## config.mk

```make
export PLATFORM = sky130hd
export DESIGN_NAME = irqc_top
export DESIGN_NICKNAME = d
export VERILOG_FILES = /design/src/rtl/irqc_pkg.sv /design/src/rtl/irqc_mask_bank.sv /design/src/rtl/irqc_prio_pick.sv /design/src/rtl/irqc_soft_rst.sv /design/src/rtl/irqc_top.sv
export SDC_FILE = /design/constraint.sdc
export NUM_CORES = 2
export LEC_CHECK = 0
export ABC_AREA = 1
export BUFFER_PORTS_ARGS = -buffer_cell sky130_fd_sc_hd__buf_4
export CELL_PAD_IN_SITES_DETAIL_PLACEMENT = 0
export CELL_PAD_IN_SITES_GLOBAL_PLACEMENT = 2
export CORE_MARGIN = 5
export CORE_UTILIZATION = 36
export CTS_CLUSTER_SIZE = 30
export DETAILED_ROUTE_END_ITERATION = 8
export PLACE_DENSITY_LB_ADDON = 0.15
export SLEW_MARGIN = 5
export SYNTH_ARGS = -nofsm -noshare
export SYNTH_HDL_FRONTEND = slang
export SYNTH_SLANG_ARGS = --single-unit
```

## constraint.sdc

```tcl
create_clock -name clk_i -period 191.2 [get_ports clk_i]
set_clock_uncertainty 0.05 [all_clocks]
set_input_delay 28.68 -clock clk_i [delete_from_list [all_inputs] [get_ports clk_i]]
set_output_delay 28.68 -clock clk_i [all_outputs]
set_load 0.05 [all_outputs]
```

## src/rtl/irqc_pkg.sv

```systemverilog
package irqc_pkg;
  localparam int unsigned LINE_W     = 7;
  localparam int unsigned BANK_LINES = 32;
  localparam int unsigned MAX_BANKS  = 4;
  localparam int unsigned ADDR_W     = 10;

  localparam logic [ADDR_W-1:0] OFF_REV  = 10'h000;
  localparam logic [ADDR_W-1:0] OFF_CFG  = 10'h010;
  localparam logic [ADDR_W-1:0] OFF_STAT = 10'h014;
  localparam logic [ADDR_W-1:0] OFF_SORT = 10'h040;
  localparam logic [ADDR_W-1:0] OFF_ACK  = 10'h048;

  // per-bank sub-offsets inside a 0x20 stride starting at 0x80
  localparam logic [4:0] BOFF_MASK = 5'h04;
  localparam logic [4:0] BOFF_CLR  = 5'h08;
  localparam logic [4:0] BOFF_SET  = 5'h0C;
  localparam logic [4:0] BOFF_PEND = 5'h18;

  typedef struct packed {
    logic              valid;
    logic [LINE_W-1:0] line;
  } win_t;
endpackage

```

## src/rtl/irqc_mask_bank.sv

```systemverilog
module irqc_mask_bank #(
  parameter int unsigned WIDTH = 32
) (
  input  logic             clk_i,
  input  logic             rst_ni,
  input  logic             wipe_i,
  input  logic             set_i,
  input  logic             clr_i,
  input  logic [WIDTH-1:0] data_i,
  input  logic [WIDTH-1:0] src_i,
  output logic [WIDTH-1:0] mask_o,
  output logic [WIDTH-1:0] pend_o
);
  logic [WIDTH-1:0] mask_q;

  always_ff @(posedge clk_i or negedge rst_ni) begin
    if (!rst_ni)     mask_q <= '1;
    else if (wipe_i) mask_q <= '1;
    else if (set_i)  mask_q <= mask_q | data_i;
    else if (clr_i)  mask_q <= mask_q & ~data_i;
  end

  assign mask_o = mask_q;
  assign pend_o = src_i & ~mask_q;
endmodule

```

## src/rtl/irqc_prio_pick.sv

```systemverilog
module irqc_prio_pick
  import irqc_pkg::*;
#(
  parameter int unsigned NUM_LINES = 128,
  parameter int unsigned PRIO_W    = 6
) (
  input  logic [NUM_LINES-1:0]        pend_i,
  input  logic [NUM_LINES*PRIO_W-1:0] prio_i,
  output win_t                        win_o
);
  logic [PRIO_W-1:0] best;

  // strict less-than keeps the lower index on ties
  always_comb begin
    win_o = '0;
    best  = '1;
    for (int i = 0; i < NUM_LINES; i++) begin
      if (pend_i[i] && (!win_o.valid || prio_i[i*PRIO_W +: PRIO_W] < best)) begin
        win_o.valid = 1'b1;
        win_o.line  = LINE_W'(i);
        best        = prio_i[i*PRIO_W +: PRIO_W];
      end
    end
  end
endmodule

```

## src/rtl/irqc_soft_rst.sv

```systemverilog
module irqc_soft_rst #(
  parameter int unsigned CYCLES = 4
) (
  input  logic clk_i,
  input  logic rst_ni,
  input  logic start_i,
  output logic busy_o,
  output logic wipe_o
);
  localparam int unsigned CNT_W = $clog2(CYCLES + 1);
  logic [CNT_W-1:0] cnt_q;

  always_ff @(posedge clk_i or negedge rst_ni) begin
    if (!rst_ni)          cnt_q <= '0;
    else if (cnt_q != '0) cnt_q <= cnt_q - 1'b1;
    else if (start_i)     cnt_q <= CNT_W'(CYCLES);
  end

  assign busy_o = (cnt_q != '0);
  assign wipe_o = busy_o | start_i;
endmodule

```

## src/rtl/irqc_top.sv

```systemverilog
module irqc_top
  import irqc_pkg::*;
#(
  parameter int unsigned NUM_LINES = 128,
  parameter int unsigned PRIO_W    = 6,
  parameter int unsigned RST_CYC   = 4,
  parameter logic [7:0]  REV       = 8'h21
) (
  input  logic                 clk_i,
  input  logic                 rst_ni,
  input  logic [NUM_LINES-1:0] src_i,
  input  logic                 bus_en_i,
  input  logic                 bus_we_i,
  input  logic [ADDR_W-1:0]    bus_addr_i,
  input  logic [31:0]          bus_wdata_i,
  output logic [31:0]          bus_rdata_o,
  output logic                 irq_o
);
  localparam int unsigned NUM_BANKS = NUM_LINES / BANK_LINES;

  logic                 wr, soft_start, busy, wipe, ack;
  logic                 bank_hit, prio_ok;
  logic [1:0]           bank_sel;
  logic [4:0]           bank_off;
  logic [7:0]           prio_idx;
  logic [NUM_LINES-1:0] mask_all, pend_all;
  logic [31:0]          mask_w [MAX_BANKS];
  logic [31:0]          pend_w [MAX_BANKS];
  logic [PRIO_W-1:0]    prio_q [NUM_LINES];
  logic [NUM_LINES*PRIO_W-1:0] prio_flat;
  win_t                 win;
  logic                 held_q;
  logic [LINE_W-1:0]    line_q;

  // address decode
  assign wr         = bus_en_i & bus_we_i;
  assign soft_start = wr && bus_addr_i == OFF_CFG && bus_wdata_i[1];
  assign ack        = wr && bus_addr_i == OFF_ACK && bus_wdata_i[0];
  assign bank_hit   = bus_addr_i[9:7] == 3'b001;
  assign bank_sel   = bus_addr_i[6:5];
  assign bank_off   = bus_addr_i[4:0];
  assign prio_idx   = bus_addr_i[9:2] - 8'd64;
  assign prio_ok    = (bus_addr_i[9:8] != 2'b00) && (bus_addr_i[1:0] == 2'b00)
                      && (prio_idx < 8'(NUM_LINES));

  irqc_soft_rst #(.CYCLES(RST_CYC)) u_srst (
    .clk_i   (clk_i),
    .rst_ni  (rst_ni),
    .start_i (soft_start),
    .busy_o  (busy),
    .wipe_o  (wipe)
  );

  for (genvar b = 0; b < MAX_BANKS; b++) begin : g_bank
    if (b < NUM_BANKS) begin : g_on
      irqc_mask_bank #(.WIDTH(BANK_LINES)) u_bank (
        .clk_i  (clk_i),
        .rst_ni (rst_ni),
        .wipe_i (wipe),
        .set_i  (wr && bank_hit && bank_sel == 2'(b) && bank_off == BOFF_SET),
        .clr_i  (wr && bank_hit && bank_sel == 2'(b) && bank_off == BOFF_CLR),
        .data_i (bus_wdata_i),
        .src_i  (src_i[b*BANK_LINES +: BANK_LINES]),
        .mask_o (mask_all[b*BANK_LINES +: BANK_LINES]),
        .pend_o (pend_all[b*BANK_LINES +: BANK_LINES])
      );
      assign mask_w[b] = mask_all[b*BANK_LINES +: BANK_LINES];
      assign pend_w[b] = pend_all[b*BANK_LINES +: BANK_LINES];
    end else begin : g_off
      assign mask_w[b] = '0;
      assign pend_w[b] = '0;
    end
  end

  always_ff @(posedge clk_i or negedge rst_ni) begin
    if (!rst_ni) begin
      for (int i = 0; i < NUM_LINES; i++) prio_q[i] <= '0;
    end else if (wipe) begin
      for (int i = 0; i < NUM_LINES; i++) prio_q[i] <= '0;
    end else if (wr && prio_ok) begin
      prio_q[prio_idx[LINE_W-1:0]] <= bus_wdata_i[PRIO_W-1:0];
    end
  end

  for (genvar i = 0; i < NUM_LINES; i++) begin : g_flat
    assign prio_flat[i*PRIO_W +: PRIO_W] = prio_q[i];
  end

  irqc_prio_pick #(.NUM_LINES(NUM_LINES), .PRIO_W(PRIO_W)) u_pick (
    .pend_i (pend_all),
    .prio_i (prio_flat),
    .win_o  (win)
  );

  // sorted-line latch, released only by acknowledge
  always_ff @(posedge clk_i or negedge rst_ni) begin
    if (!rst_ni) begin
      held_q <= 1'b0;
      line_q <= '0;
    end else if (wipe) begin
      held_q <= 1'b0;
      line_q <= '0;
    end else if (held_q) begin
      if (ack) held_q <= 1'b0;
    end else if (win.valid) begin
      held_q <= 1'b1;
      line_q <= win.line;
    end
  end

  assign irq_o = held_q;

  always_comb begin
    bus_rdata_o = '0;
    if (bus_addr_i == OFF_REV)       bus_rdata_o = {24'b0, REV};
    else if (bus_addr_i == OFF_CFG)  bus_rdata_o = {30'b0, busy, 1'b0};
    else if (bus_addr_i == OFF_STAT) bus_rdata_o = {31'b0, ~busy};
    else if (bus_addr_i == OFF_SORT) bus_rdata_o = held_q ? {25'b0, line_q} : 32'h0000_00FF;
    else if (bank_hit) begin
      if (bank_off == BOFF_MASK)      bus_rdata_o = mask_w[bank_sel];
      else if (bank_off == BOFF_PEND) bus_rdata_o = pend_w[bank_sel];
    end else if (prio_ok) begin
      bus_rdata_o = 32'(prio_q[prio_idx[LINE_W-1:0]]);
    end
  end
endmodule

```

; ---- Yosys cells after proc, flatten, opt, wreduce, memory -nomap -nowiden
; Index checks and enable logic that the tools add are counted.
[word_totals]
reg_bits = 907
rom_bits = 0
input_bits = 174
latch_bits = 0
ram_bits = 0
wordCells = 1017
n_memories = 0
out_inout_bits = 33
[classes]
div = 0
order_cmp = 131
n_bitwise = 22
muxes = 299
reduce_logical = 415
multipliers = 0
n_eq_ne = 13
shifts = 0
addsub = 2
[op_table]
columns = operator, n
row1 = 768-bit 2-to-1 mux, 2
row2 = 8-bit 2-to-1 mux, 129
row3 = 6-bit 2-to-1 mux, 131
row4 = 768-bit bitwise mux, 1
row5 = 6-bit less-than comparator, 127
row6 = 32-bit 2-to-1 mux, 23
row7 = 32-bit AND, 8
row8 = 32-bit inverter, 5
row9 = 1-bit logical AND, 148
row10 = 32-bit binary-select mux with 2-bit select, 2
row11 = 32-bit bitwise OR, 4
row12 = 1-bit logical NOT, 127
row13 = 1-bit logical OR, 127
row14 = 6-bit binary-select mux with 7-bit select, 1
row15 = 6-bit demux with 7-bit select, 1
row16 = 7-bit 2-to-1 mux, 3
row17 = 10-bit by 5-bit == test with 1-bit output (second input constant), 2
row18 = 10-bit by 7-bit == test with 1-bit output (second input constant), 2
row19 = 3-bit nonzero test, 5
row20 = 5-bit by 4-bit == test with 1-bit output (second input constant), 2
row21 = 10-bit logical NOT, 1
row22 = 8-bit >= comparator (second input constant), 1
row23 = 8-bit by 1-bit less-than comparator with 1-bit output (second input constant), 1
row24 = 8-bit less-than comparator (second input constant), 1
row25 = 19 further kinds, 28

; ---- Logic depth before layout (Yosys ltp)
[logic_depth]
depth_word = 514
mapped_depth = 1274
mapped_depth_nobuf = 1149

; ---- Hierarchy
; From an unflattened synthesis, not the netlist that was laid out.
[hier_totals]
cells_unflattened = 12436
hier_area_um2 = 79251.0
[by_module_without_submodules]
columns = mod, instances, area_per_inst_um2, cells_each, seq_area_each_um2
row1 = irqc_top, 1, 37076.8, 4607, 19418.6
row2 = irqc_prio_pick, 1, 33723.6, 6462, 0.0
row3 = irqc_mask_bank, 4, 2074.5, 337, 840.8
row4 = irqc_soft_rst, 1, 152.6, 19, 75.1

; ---- Least setup slack after synthesis
; Ideal clock, no wire load.
[synth_timing]
path_kind = input -> register
startpoint = in src_i[0]
endpoint = reg line_q[0]
n_path_buf = 125
t_arrival_ps = 169564
path_slack_ps = 21521
path_stages = 1151
setup_ps = 66
required_time_ps = 191084
path_cell_list = nand2_2 nor2_1 ha_1 nand4_1 nand2_1 a21oi_1 nand2_1 nand2_2 nand2_1 buf_6 o21ai_0 ha_1 nand3_1 nand2_1 a21oi_1 nand2_1 nand2_2 nand2_2 [... 1115 more ...] nor2_1 a211oi_1 nand2_1 nand2_2 nand2_2 buf_4 nand2_1 o21ai_2 ha_1 a21oi_1 nor2_1 a211oi_1 nand2_1 nand2_1 nand2_1 nand2_1 nand2_1 nand2_1
[synth_lines]
columns = element, line
row1 = start: declaration, irqc_top.sv:11  ; input logic [NUM_LINES-1:0] src_i,
row2 = end signal: assignment, irqc_top.sv:107  ; line_q <= win.line;
row3 = end: declaration, irqc_top.sv:33  ; logic [LINE_W-1:0] line_q;

==> results.cfg <==
[timing]
setup_violations = 0
max_slew_margin_pct = 4.078
slew_violations = 0
fin_crit_ns = 176.53
worstMarginPinSlew_ns = 1.432
hold_ws_ns = 0.4242
post-route-period-util_pct = 92.33
max_freq_mhz = 5.665
finalHoldViolations = 0

[critical_path]
start_kind = input port
cp_common_cell = nand2_1
critPathArrivalTime_ns = 177.22
cp_slowest_stage_delay_ns = 0.41
cp-end-kind = flip-flop
cp-startpoint = src_i[0]
r2r_start = g_bank[0].g_on.u_bank.mask_o[0]
crit_path_top_delay_cell = o21ai_0
crit_fanout = 15
worstSetupPathType = in -> reg
reg2reg_depth = 1116
rr_endpoint = line_q[0]
critPathCapture = line_q[0]
cp.required_ns = 191.88
ff2ff_setup_slack_ns = 42.09

[placement]
gp_congestion = 0.9980
dp_cells = 14240
place_area_mm2 = 0.08061
port_buffers = 206
hpwl_um = 292200

[synthesis]
mappedNetlistArea_mm2 = 0.07631
yosysTopAreaCellShare_pct = 25.55
ys_types = 53
synth_nets = 12110
syn_area_per_cell_um2 = 6.610
ys_seq_elements = 907
synth-seq-area-share_pct = 29.95
ys_async_sr_fraction_pct = 100.0
yosys_warnings = 0
synthFlopType = dfrtp_1
synth.largest_area_cell = dfrtp_1
netlist_top_cells_area = dfrtp_1, nand2_1, o21ai_0, a21oi_1, nand3_1
syn-instance-count = 11540
synth_edf_count = 0

[power_and_ir_drop]
p_int_mw = 0.8366
switching_share_pct = 55.04
p_comb_share_pct = 74.4
p_leak_nw = 42.71
power.density_mw_per_mm2 = 21.65
peakVddDrop_v = 0.000009799
p_switching_mw = 1.024
pwr-share-clk_pct = 13.9
seqPwrFrac_pct = 11.7

[floorplanning]
dieWidth_um = 470.4
start_util_pct = 36.09
dieArea_mm2 = 0.2213
die_h_um = 470.4
ios = 207
coreArea_mm2 = 0.2115
fp-row-count = 169

[drt]
wire_per_inst_um = 27.41
ant_nets = 0
firstDrtPassIters = 6
vias_per_cell = 5.719
remaining_drc_errors = 0
drt_iter0_markers = 8134
via_count = 82850
wl_um = 397100

[global_routing]
grt_overflow = 0
grt_max_degree = 164
antenna_found_initial = 32
grt_pass1_wl_um = 565200
grt_pass1_vias = 78400
grt.total_usage_pct = 34.32

[finish]
final_util_pct = 40.65
final_common_cell = nand2_1
area_growth_pct = 12.65
final_area_mm2 = 0.08596
fin_cells = 14490
nets = 12110
drive_above_1_share_pct = 13.16
final_cell_mix = nand2_1, inv_1, a21oi_1, o21ai_0, nand3_1

[cts]
cts_buffer_depth = 3
clkTransAtPathRegs_ns = 0.07
root_buffer = clkbuf_16
hold_buffers = 0
h-tree-depth = 3
cts_tree = done
numCtsBuffers = 116
clock_sinks = 907
clock_latency_ns = 0.78

[run]
drv_cap = 0

[status]
status = complete, no violations

[worst_hold_path]
min_path_type = reg -> reg
[cell families (layout without fill, tap and decap cells)]
logic type	count (synthesis)	in the layout	synth area share, %
compound gates	3145	3145	22.69
fa+ha+maj	387	387	6.346
buf+inv	1851	1958	10.32
simple gates	5254	5254	30.69
other cells	0	15	0
flops	907	907	29.95
[worst min-delay path by stage]
stage                                          start                                to  slack [ns]  cells past startpoint
floorplan                                  line_q[0]                         line_q[0]        0.39                      2
global placement    g_bank[0].g_on.u_bank.mask_o[22]  g_bank[0].g_on.u_bank.mask_o[22]        0.41                      2
detailed placement  g_bank[0].g_on.u_bank.mask_o[23]  g_bank[0].g_on.u_bank.mask_o[23]        0.42                      2
CTS                 g_bank[0].g_on.u_bank.mask_o[23]  g_bank[0].g_on.u_bank.mask_o[23]        0.42                      2
global route         g_bank[0].g_on.u_bank.mask_o[3]   g_bank[0].g_on.u_bank.mask_o[3]        0.44                      2
finish              g_bank[0].g_on.u_bank.mask_o[23]  g_bank[0].g_on.u_bank.mask_o[23]        0.42                      2
[metrics by stage]
step | TNS (ns) | setup WS (ns) | power (mW)
detailed placement | -49.10 | -7.034 | 1.545
CTS | 0 | 0.01235 | 1.816
finish | 0 | 14.67 | 1.861
floorplan | 0 | 21.52 | 1.130
global placement | -46.26 | -6.621 | 1.541
global route | -1.401 | -0.2266 | 2.038
[area by class of cell]
type,count,area (um2)
diodes,15,37.54
clock buffers,152,3292
clock inverters,65,1107
fillers,22640,125500
inverters,1236,4684
multi-input cells,8786,46600
flip-flops and latches,907,22860
well taps,2821,3530
repair buffers,505,3849
[power groups by stage]
stage | clock network, mW | registers [mW] | logic [mW]
5_1_grt | 0.271 | 0.218 | 1.55
3_3_place_gp | 0 | 0.220 | 1.32
4_1_cts | 0.263 | 0.217 | 1.34
2_1_floorplan | 0 | 0.218 | 0.913
3_5_place_dp | 0 | 0.220 | 1.32
6_report | 0.259 | 0.217 | 1.38
[flip-flops by register name (all words and copies together), names as in the netlist]
signal and cells:
g_bank.g_on.u_bank.mask_o 128, irq_o 1, line_q 7, prio_flat 768, u_srst.cnt_q 3
[cell usage after synthesis (33+ instances only)]
library cell  count
a21oi_1        1145
a22oi_1         164
buf_6           108
clkbuf_1        457
dfrtp_1         779
dfstp_2         128
ha_1            387
inv_1          1220
nand2_1        2563
nand2_2         415
nand2_4          70
nand3_1        1020
nand3b_1         91
nand4_1         106
nor2_1          861
nor3_1           74
o211ai_1         33
o21ai_0        1363
o21bai_1        125
o22ai_1         127
[per-layer routing]
metal	track usage (%)	routed length [um]	vias to the layer above	part of all wire [%]
li1	-	-	38820	-
met1	44.20	166300	40210	42
met2	55.10	178500	3088	45
met3	6.601	29460	723	7.4
met4	16.97	22830	8	5.7
met5	0	51	-	0.013
[critical path: cells and delay by family]
family                     cells  cell delay [ns]
and+or+nand+nor              522            53.22
adders and majority gates     93            27.27
AOI/OAI and AO/OA            181            25.84
buffers and inverters         19             2.25
[timing repair]
item / CTS / global route
gates cloned: 0 / 0
resized for setup: 76 / 394
endpoints found under the setup margin: 7 / 7
setup buffers: 0 / 13
pin swaps: 0 / 5
Power figures use the tool's default switching activity.
